[src/rtl/strike_pkg.sv]
package strike_pkg;

    localparam int CNT_W       = 4;
    localparam int MAX_STRIKES = 12;

    typedef enum logic [1:0] {
        SEQ_IDLE  = 2'd0,
        SEQ_PULSE = 2'd1,
        SEQ_GAP   = 2'd2
    } seq_state_e;

    typedef struct packed {
        logic             half;
        logic [CNT_W-1:0] count;
    } chime_req_t;

    function automatic logic req_acceptable(chime_req_t r);
        return r.half || ((r.count != '0) && (r.count <= CNT_W'(MAX_STRIKES)));
    endfunction

    function automatic logic [CNT_W-1:0] strikes_for(chime_req_t r);
        return r.half ? CNT_W'(1) : r.count;
    endfunction

endpackage

[src/rtl/strike_req_slot.sv]
module strike_req_slot
    import strike_pkg::*;
(
    input  logic       clk,
    input  logic       rst,
    input  logic       in_valid,
    input  chime_req_t in_req,
    input  logic       take,
    output logic       slot_valid,
    output chime_req_t slot_req
);

    logic in_ok;
    assign in_ok = in_valid && req_acceptable(in_req);

    always_ff @(posedge clk) begin
        if (rst) begin
            slot_valid <= 1'b0;
            slot_req   <= '0;
        end else if (in_ok) begin
            slot_valid <= 1'b1;
            slot_req   <= in_req;
        end else if (take) begin
            slot_valid <= 1'b0;
        end
    end

    // a rejected request leaves the pending slot untouched
    a_r5_reject_keeps_slot: assert property (@(posedge clk) disable iff (rst)
        (in_valid && !req_acceptable(in_req) && !take) |=> ($stable(slot_valid) && $stable(slot_req)));

    // a newer valid request lands in the slot
    a_r8_newest_wins: assert property (@(posedge clk) disable iff (rst)
        in_ok |=> (slot_valid && slot_req == $past(in_req)));

endmodule

[src/rtl/strike_tick_timer.sv]
module strike_tick_timer #(
    parameter int W = 11
) (
    input  logic         clk,
    input  logic         rst,
    input  logic         tick_en,
    input  logic         load,
    input  logic [W-1:0] load_val,
    output logic         expire
);

    logic [W-1:0] remain;

    always_ff @(posedge clk) begin
        if (rst) begin
            remain <= '0;
        end else if (load) begin
            remain <= load_val;
        end else if (tick_en && remain != '0) begin
            remain <= remain - W'(1);
        end
    end

    assign expire = tick_en && (remain == W'(1));

    // without a tick and without a reload the count stays put
    a_r9_hold_without_tick: assert property (@(posedge clk) disable iff (rst)
        (!tick_en && !load) |=> $stable(remain));

endmodule

[src/rtl/strike_seq_fsm.sv]
module strike_seq_fsm
    import strike_pkg::*;
#(
    parameter int PULSE_TICKS = 120,
    parameter int GAP_TICKS   = 1500,
    parameter int TW          = 11
) (
    input  logic          clk,
    input  logic          rst,
    input  logic          slot_valid,
    input  chime_req_t    slot_req,
    input  logic          expire,
    input  logic          tick_en,
    output logic          take,
    output logic          tmr_load,
    output logic [TW-1:0] tmr_val,
    output logic          active,
    output logic          striking
);

    seq_state_e       state_q, state_d;
    logic [CNT_W-1:0] left_q, left_d;
    logic             half_q, half_d;

    always_comb begin
        state_d  = state_q;
        left_d   = left_q;
        half_d   = half_q;
        take     = 1'b0;
        tmr_load = 1'b0;
        tmr_val  = TW'(PULSE_TICKS);
        unique case (state_q)
            SEQ_IDLE: begin
                if (slot_valid) begin
                    take     = 1'b1;
                    tmr_load = 1'b1;
                    left_d   = strikes_for(slot_req);
                    half_d   = slot_req.half;
                    state_d  = SEQ_PULSE;
                end
            end
            SEQ_PULSE: begin
                if (expire) begin
                    if (half_q) begin
                        state_d = SEQ_IDLE;
                    end else begin
                        tmr_load = 1'b1;
                        tmr_val  = TW'(GAP_TICKS);
                        state_d  = SEQ_GAP;
                    end
                end
            end
            SEQ_GAP: begin
                if (expire) begin
                    if (left_q == CNT_W'(1)) begin
                        state_d = SEQ_IDLE;
                    end else begin
                        left_d   = left_q - CNT_W'(1);
                        tmr_load = 1'b1;
                        state_d  = SEQ_PULSE;
                    end
                end
            end
            default: state_d = SEQ_IDLE;
        endcase
    end

    always_ff @(posedge clk) begin
        if (rst) begin
            state_q <= SEQ_IDLE;
            left_q  <= '0;
            half_q  <= 1'b0;
        end else begin
            state_q <= state_d;
            left_q  <= left_d;
            half_q  <= half_d;
        end
    end

    assign active   = (state_q != SEQ_IDLE);
    assign striking = (state_q == SEQ_PULSE);

    // a half-hour pulse never enters a gap
    a_r4_half_no_gap: assert property (@(posedge clk) disable iff (rst)
        (state_q == SEQ_PULSE && half_q) |=> (state_q != SEQ_GAP));

    // the strike counter stays inside 1..12 while running
    a_r2_left_in_range: assert property (@(posedge clk) disable iff (rst)
        (state_q != SEQ_IDLE) |-> (left_q != '0 && left_q <= CNT_W'(MAX_STRIKES)));

    // a running train only moves on a tick
    a_r9_state_frozen: assert property (@(posedge clk) disable iff (rst)
        (state_q != SEQ_IDLE && !tick_en) |=> $stable(state_q));

endmodule

[src/rtl/strike_relay_seq.sv]
module strike_relay_seq
    import strike_pkg::*;
#(
    parameter int PULSE_TICKS = 120,
    parameter int GAP_TICKS   = 1500
) (
    input  logic             clk,
    input  logic             rst,
    input  logic             tick_en,
    input  logic             req_valid,
    input  logic [CNT_W-1:0] req_count,
    input  logic             req_half,
    output logic             relay_on,
    output logic             busy
);

    localparam int LONGEST = (PULSE_TICKS > GAP_TICKS) ? PULSE_TICKS : GAP_TICKS;
    localparam int TW      = $clog2(LONGEST + 1);

    chime_req_t    in_req, slot_req;
    logic          slot_valid, take, tmr_load, expire, active, striking;
    logic [TW-1:0] tmr_val;

    assign in_req = '{half: req_half, count: req_count};

    strike_req_slot u_slot (
        .clk        (clk),
        .rst        (rst),
        .in_valid   (req_valid),
        .in_req     (in_req),
        .take       (take),
        .slot_valid (slot_valid),
        .slot_req   (slot_req)
    );

    strike_seq_fsm #(
        .PULSE_TICKS (PULSE_TICKS),
        .GAP_TICKS   (GAP_TICKS),
        .TW          (TW)
    ) u_fsm (
        .clk        (clk),
        .rst        (rst),
        .slot_valid (slot_valid),
        .slot_req   (slot_req),
        .expire     (expire),
        .tick_en    (tick_en),
        .take       (take),
        .tmr_load   (tmr_load),
        .tmr_val    (tmr_val),
        .active     (active),
        .striking   (striking)
    );

    strike_tick_timer #(.W(TW)) u_timer (
        .clk      (clk),
        .rst      (rst),
        .tick_en  (tick_en),
        .load     (tmr_load),
        .load_val (tmr_val),
        .expire   (expire)
    );

    assign relay_on = striking;
    assign busy     = active || slot_valid;

    // relay never drives outside a busy period
    a_r6_relay_inside_busy: assert property (@(posedge clk) disable iff (rst)
        relay_on |-> busy);

    // an accepted request raises busy on the next cycle
    a_r6_busy_after_accept: assert property (@(posedge clk) disable iff (rst)
        (req_valid && req_acceptable(in_req)) |=> busy);

endmodule

[config.mk]
export PLATFORM = sky130hd
export DESIGN_NAME = strike_relay_seq
export DESIGN_NICKNAME = d
export VERILOG_FILES = /design/src/rtl/strike_pkg.sv /design/src/rtl/strike_req_slot.sv /design/src/rtl/strike_tick_timer.sv /design/src/rtl/strike_seq_fsm.sv /design/src/rtl/strike_relay_seq.sv
export SDC_FILE = /design/constraint.sdc
export NUM_CORES = 1
export LEC_CHECK = 0
export BUFFER_PORTS_ARGS = -buffer_cell sky130_fd_sc_hd__clkbuf_2
export CAP_MARGIN = 20
export CELL_PAD_IN_SITES_DETAIL_PLACEMENT = 1
export CELL_PAD_IN_SITES_GLOBAL_PLACEMENT = 1
export CORE_ASPECT_RATIO = 1.4
export CORE_MARGIN = 5
export CORE_UTILIZATION = 45
export CTS_CLUSTER_SIZE = 10
export DETAILED_ROUTE_END_ITERATION = 16
export GPL_TIMING_DRIVEN = 1
export PLACE_DENSITY = 0.86
export SYNTH_ARGS = -nofsm -noshare
export SYNTH_HDL_FRONTEND = slang
export SYNTH_HIERARCHICAL = 1
export SYNTH_SLANG_ARGS = --single-unit
[constraint.sdc]
create_clock -name clk -period 2.9 [get_ports clk]
set_input_delay 0.435 -clock clk [delete_from_list [all_inputs] [get_ports clk]]
set_output_delay 0.435 -clock clk [all_outputs]
set_load 0.005 [all_outputs]
# [Yosys cells after proc, flatten, opt, wreduce, memory -nomap -nowiden]
# Cells that the tools add are included.
[word_totals] ff_bits=24 in_bits=9 word_cells=59
[classes] n_addsub=2 order_cmp=1 n_eq_ne=8 mux=25 reduce_logical=16
[ops] operator="$mux 11" n=5
[ops] operator="$mux 4" n=4
[ops] operator="$eq 11x1->1 const B" n=1
[ops] operator="$reduce_bool 11->1" n=1
[ops] operator="$sub 11x1->11 const B" n=1
[ops] operator="$mux 1" n=9
[ops] operator="$mux 2" n=4
[ops] operator="$pmux 4 s2" n=1
[ops] operator="$reduce_bool 2->1" n=4
[ops] operator="$ne 2x2->1 const B" n=3
[ops] operator="$pmux 2 s3" n=1
[ops] operator="$eq 4x1->1 const B" n=1
[ops] operator="$le 4x4->1 const B" n=1
[ops] operator="$logic_and 1x1->1" n=4
[ops] operator="$reduce_and 4->1" n=1
[ops] operator="$reduce_bool 4->1" n=1
[ops] operator="$sub 4x1->4 const B" n=1
[ops] operator="$pmux 1 s3" n=1
[ops] operator="$reduce_and 3->1" n=1
[ops] operator="$eq 2x1->1 const B" n=1
[ops] operator="$eq 2x2->1 const B" n=1
[ops] operator="$logic_not 2->1" n=1
[ops] operator="$logic_or 1x1->1" n=2
[ops] operator="$ne 2x1->1 const B" n=1
[ops] operator="$reduce_and 2->1" n=1

# [Depth between registers and ports, before layout]
[logic_depth] depth_word=5 mapped_depth=12

# [Cells and area by module]
# The synthesis kept the hierarchy.
[modules_own_cells] mod="strike_seq_fsm" instances=1 cells_each=80 area_per_inst_um2=665.6 seq_area_each_um2=140.1
[modules_own_cells] mod="strike_tick_timer" instances=1 cells_each=80 area_per_inst_um2=649.4 seq_area_each_um2=220.2
[modules_own_cells] mod="strike_req_slot" instances=1 cells_each=37 area_per_inst_um2=316.6 seq_area_each_um2=120.1
[modules_own_cells] mod="strike_relay_seq" instances=1 cells_each=1 area_per_inst_um2=6.3 seq_area_each_um2=0.0

# [Least setup slack after synthesis]
# OpenSTA, ideal clock, no wires.
[synth_path] path_kind="register to register" from="register u_timer.remain[8]" to="register u_timer.remain[0]" setup_time_ns=0.137 arrival_ns=2.337 setup_slack_ns=0.425 path_stages_with_launch=12 cell_sequence="dfxtp_1 > nor4_2 > nand2_1 > nor2_1 > nand2_1 > a211o_1 > a21oi_1 > clkbuf_1 > inv_1 > clkbuf_1 > nor2_1 > a211oi_1"
[synth_between] elab_chain_len=5 elab_cells_between_ends=11 cone_classes="eq/ne (1); mux (6); reduce/logical (4)"
[synth_lines] element="from (decl)" line_no="strike_tick_timer.sv:12" source="logic [W-1:0] remain;"
[synth_lines] element="from (signal assigned)" line_no="strike_tick_timer.sv:18" source="remain <= load_val;"
[synth_lines] element="from (signal assigned)" line_no="strike_tick_timer.sv:20" source="remain <= remain - W'(1);"
[synth_lines] element="$eq 11x1->1 (*)" line_no="strike_tick_timer.sv:24" source="assign expire = tick_en && (remain == W'(1));"
[synth_lines] element="$logic_and 1x1->1 (*)" line_no="strike_tick_timer.sv:24"
[synth_lines] element="via expire" line_no="strike_relay_seq.sv:21" source="logic slot_valid, take, tmr_load, expire, active, striking;"
[synth_lines] element="$mux 1, on equally long branches" line_no="strike_seq_fsm.sv:54, strike_seq_fsm.sv:43"
[synth_lines] element="$pmux 1 s3 (*)" line_no="strike_seq_fsm.sv:32" source="unique case (state_q)"
[synth_lines] element="via tmr_load" line_no="strike_relay_seq.sv:21"
[synth_lines] element="$mux 11 or $reduce_bool 2->1 (tied branches)"
# The timed path passes the listed nets; every way through them passes the cells marked *.
# A chain may end at the register's enable or synchronous reset.

# [Final worst setup path]
[layout_path] from="register u_timer.remain[4]" to="register u_timer.remain[7]"
# The elaborated chain is that of the path after synthesis.

==> summary.md <==
| Metric | Value |
|---|---|
| CTS resizes | 0 |
| CP startpoint | u_timer/remain[4] |
| Hold_buf cts | 0 |
| Ant diodes | 0 |
| Critical-path maximum fanout | 10 |
| Clock sink count | 24 |
| Clock tree buffer depth | 2 |
| Core Area | 0.003578 mm^2 |
| Reg2reg end | u_timer/remain[7] |
| Cell taking the most area after synthesis | dfxtp_1 |
| RSZ-0062 raised after global routing | false |
| Max stage delay on crit path | 480 ps |
| RePlAce Congestion | 0.8518 |
| Row count | 26 |
| Buf/Inv on CP | 1 |
| Cells on worst reg2reg path | 11 |
| Post-route DRC | 0 |
| Post-Route Skew | 3.977 ps |
| # Post-CTS Setup Buffers | 0 |
| Crit path depth | 11 |
| Status | completed |
| Seq/Total Area, Yosys | 0.2934 |
| Final Non-Filler Cells | 248 |
| Crit path max-delay family | simple AND/OR/NAND/NOR gates |
| Worst-path clk slew | 90 ps |
| Largest net degree at the start of global routing | 30 |
| Post-DP HPWL | 3.161 mm |
| Met2 Routed Length | 2.351 mm |
| # port buffers | 10 |
| CTS root buf | clkbuf_8 |
| Top-Level Pins | 11 |
| # setup viols final | 0 |
| Most frequent cells in the layout | 24 x dfxtp_1, 19 x inv_1, 15 x nor2_1, 13 x nand2_1, 10 x clkbuf_2 |
| Hold WS | 428.7 ps |
| Synth warn | 6 |
| Most used flip-flop cell after synthesis | dfxtp_1 |
| Die Area | 0.004963 mm^2 |
| Wire per inst | 17.04 um |
| Top post-synthesis cells by area | dfxtp_1 29%, ha_1 6.1%, buf_4 4.6% |
| Setup TNS | 0 ps |
| Max layer used | met4 |
| Number of antenna violations at the first check in global routing | 0 |
| Clk_lat worst skew | 280 ps |
| DRT iter0 DRCs | 76 |
| Hold Violations, Final | 0 |
| Vias | 1502 |
| Die height | 81.38 um |
| Max Slew Vio Count | 0 |
| Post-layout min period | 2492 ps |
| Grt total ovfl | 0 |
| Initial Util | 0.4577 |
| Seq cells post-synth | 24 |
| Vias in the first global route | 1592 |
| CP Launch Type | flip-flop |
| Max cap viols | 0 |
| Power Density | 768.4 mW/mm^2 |
| Post-synth cell types | 51 |
| DP Worst Slack | 431.8 ps |
| Number of synthesized flops with an enable pin | 0 |
| Post-layout util | 0.4871 |
| Slew @ Worst Pin | 621.2 ps |
| Most common cell after layout, fill and taps aside | dfxtp_1 |
| Tightest Hold Check Type | in2reg |
| Sequence of cells on the critical path | nor3_1 > nand2_1 > nor2_1 > nand2_1 > a211o_1 > a21oi_1 > buf_4 > nand2b_1 > a41oi_1 > o21ai_0 > a21oi_1 |
| Slowest-stage cell, CP | nor3_1 |
| Lkg Pwr | 0.6622 nW |
| Met3 Wirelength | 87 um |
| Final ANT Viol Nets | 0 |
| Req. time, crit path | 3040 ps |
| Maximum VDD drop | 0.2854 mV |
| Final Instance Area | 0.001743 mm^2 |
| Die Width | 60.99 um |
| Nets@finish | 224 |
| Gate Count Post-Synth | 198 |
| First-pass DRT Iterations | 4 |
| Endpoint class of the critical path | flip-flop |
| Ys async rst share | 0 |
| Achievable clock frequency | 0.4012 GHz |
| Layout area overhead | 6.417% |
| Mapped Area | 0.001638 mm^2 |
| Post-Route M1 WL | 1.687 mm |
| Post-Route WL | 4.226 mm |
| Setup CP Type | reg2reg |
| Syn_area_per_cell | 8.272 um^2 |
| CTS tree | done |
| Arrival @ worst endpoint | 2640 ps |
| Layout cell share with drive strength beyond 1 | 0.1262 |
| CTS Buf Count | 3 |
| R2R setup slack | 410 ps |
| Final Cycle Share | 0.8594 |
| Max-slew headroom | 0.5859 |
| Drt via density | 6.056 |
| CP endpoint | u_timer/remain[7] |
| Origin of the critical flop-to-flop path | u_timer/remain[4] |
| Placed Cells | 244 |
| Top cell type's share of synthesized area | 0.2934 |
| Pwr Total | 1.339 mW |
| Area after DPL | 0.001688 mm^2 |
| Global-route wire length before repair | 7.044 mm |
| H-tree Lvls | 1 |
| Worst setup margin | 407.7 ps |
| GR Util All Layers | 0.1876 |
worst register-to-register path: cells and delay by family (launching register included):
| kind | cells | cell delay, ps |
|---|---|---|
| AO/OA/AOI/OAI | 5 | 780 |
| flip-flops | 1 | 370 |
| buffers and inverters | 1 | 200 |
| AND/OR/NAND/NOR | 5 | 1010 |
sequential cells by signal, indices dropped and copies added, names as in the netlist:
name               count
u_timer/remain        11
u_slot/slot_req        5
u_fsm/left_q           4
u_fsm/state_q          2
u_fsm/half_q           1
u_slot/slot_valid      1
worst min-delay path by stage:
| stage | startpoint | endpoint | slack (ps) | cells past startpoint |
|---|---|---|---|---|
| floorplan | u_fsm/half_q | u_fsm/half_q | 440 | 2 |
| global placement | u_fsm/half_q | u_fsm/half_q | 470 | 2 |
| detailed placement | u_fsm/half_q | u_fsm/half_q | 470 | 2 |
| CTS | req_half | u_slot/slot_req[4] | 420 | 3 |
| global route | req_half | u_slot/slot_req[4] | 430 | 3 |
| finish | req_half | u_slot/slot_req[4] | 430 | 3 |
metal layers:
metal  global-route usage  vias up
met4              0.08243        0
met1               0.1870      738
met5                    0        -
met3              0.02862        9
met2               0.3640       13
li1                     -      742
where the power goes:
group | internal (mW) | total (mW) | switching [mW] | leakage (nW)
clock | 0.122 | 0.237 | 0.115 | 0.0288
sequential | 0.400 | 0.482 | 0.0827 | 0.197
combinational | 0.269 | 0.620 | 0.351 | 0.436
kinds of logic after synthesis:
family                     count (synthesis)  share of synthesized area
adders and majority gates                  8                    0.06112
other                                      2                   0.004585
buffers and inverters                     33                     0.1031
AOI/OAI and AO/OA                         59                     0.2697
xor gates and xnor gates                   1                   0.005349
muxes                                      5                    0.03132
and+or+nand+nor                           66                     0.2315
DFF                                       24                     0.2934
cells in the mapped netlist, types with 3 or more instances:
master	instances
mux2i_1	4
nor2_1	15
a31oi_1	5
o21ai_0	6
buf_4	10
nand3_1	5
a21oi_1	9
ha_1	8
a311oi_1	3
a41oi_1	3
nand2b_1	5
a211oi_1	6
nand2_1	13
clkbuf_1	3
dfxtp_1	24
inv_1	19
o211ai_1	5
or3_1	6
nor3_1	7
layout make-up:
| cell class | instances | area (um^2) |
|---|---|---|
| clock buffer | 4 | 55.05 |
| fill | 463 | 1836 |
| inverter | 19 | 71.32 |
| multi-input combinational | 145 | 1003 |
| sequential | 24 | 480.5 |
| tap | 42 | 52.55 |
| timing repair buffer | 14 | 80.08 |
(Power assumes the default switching activity.)
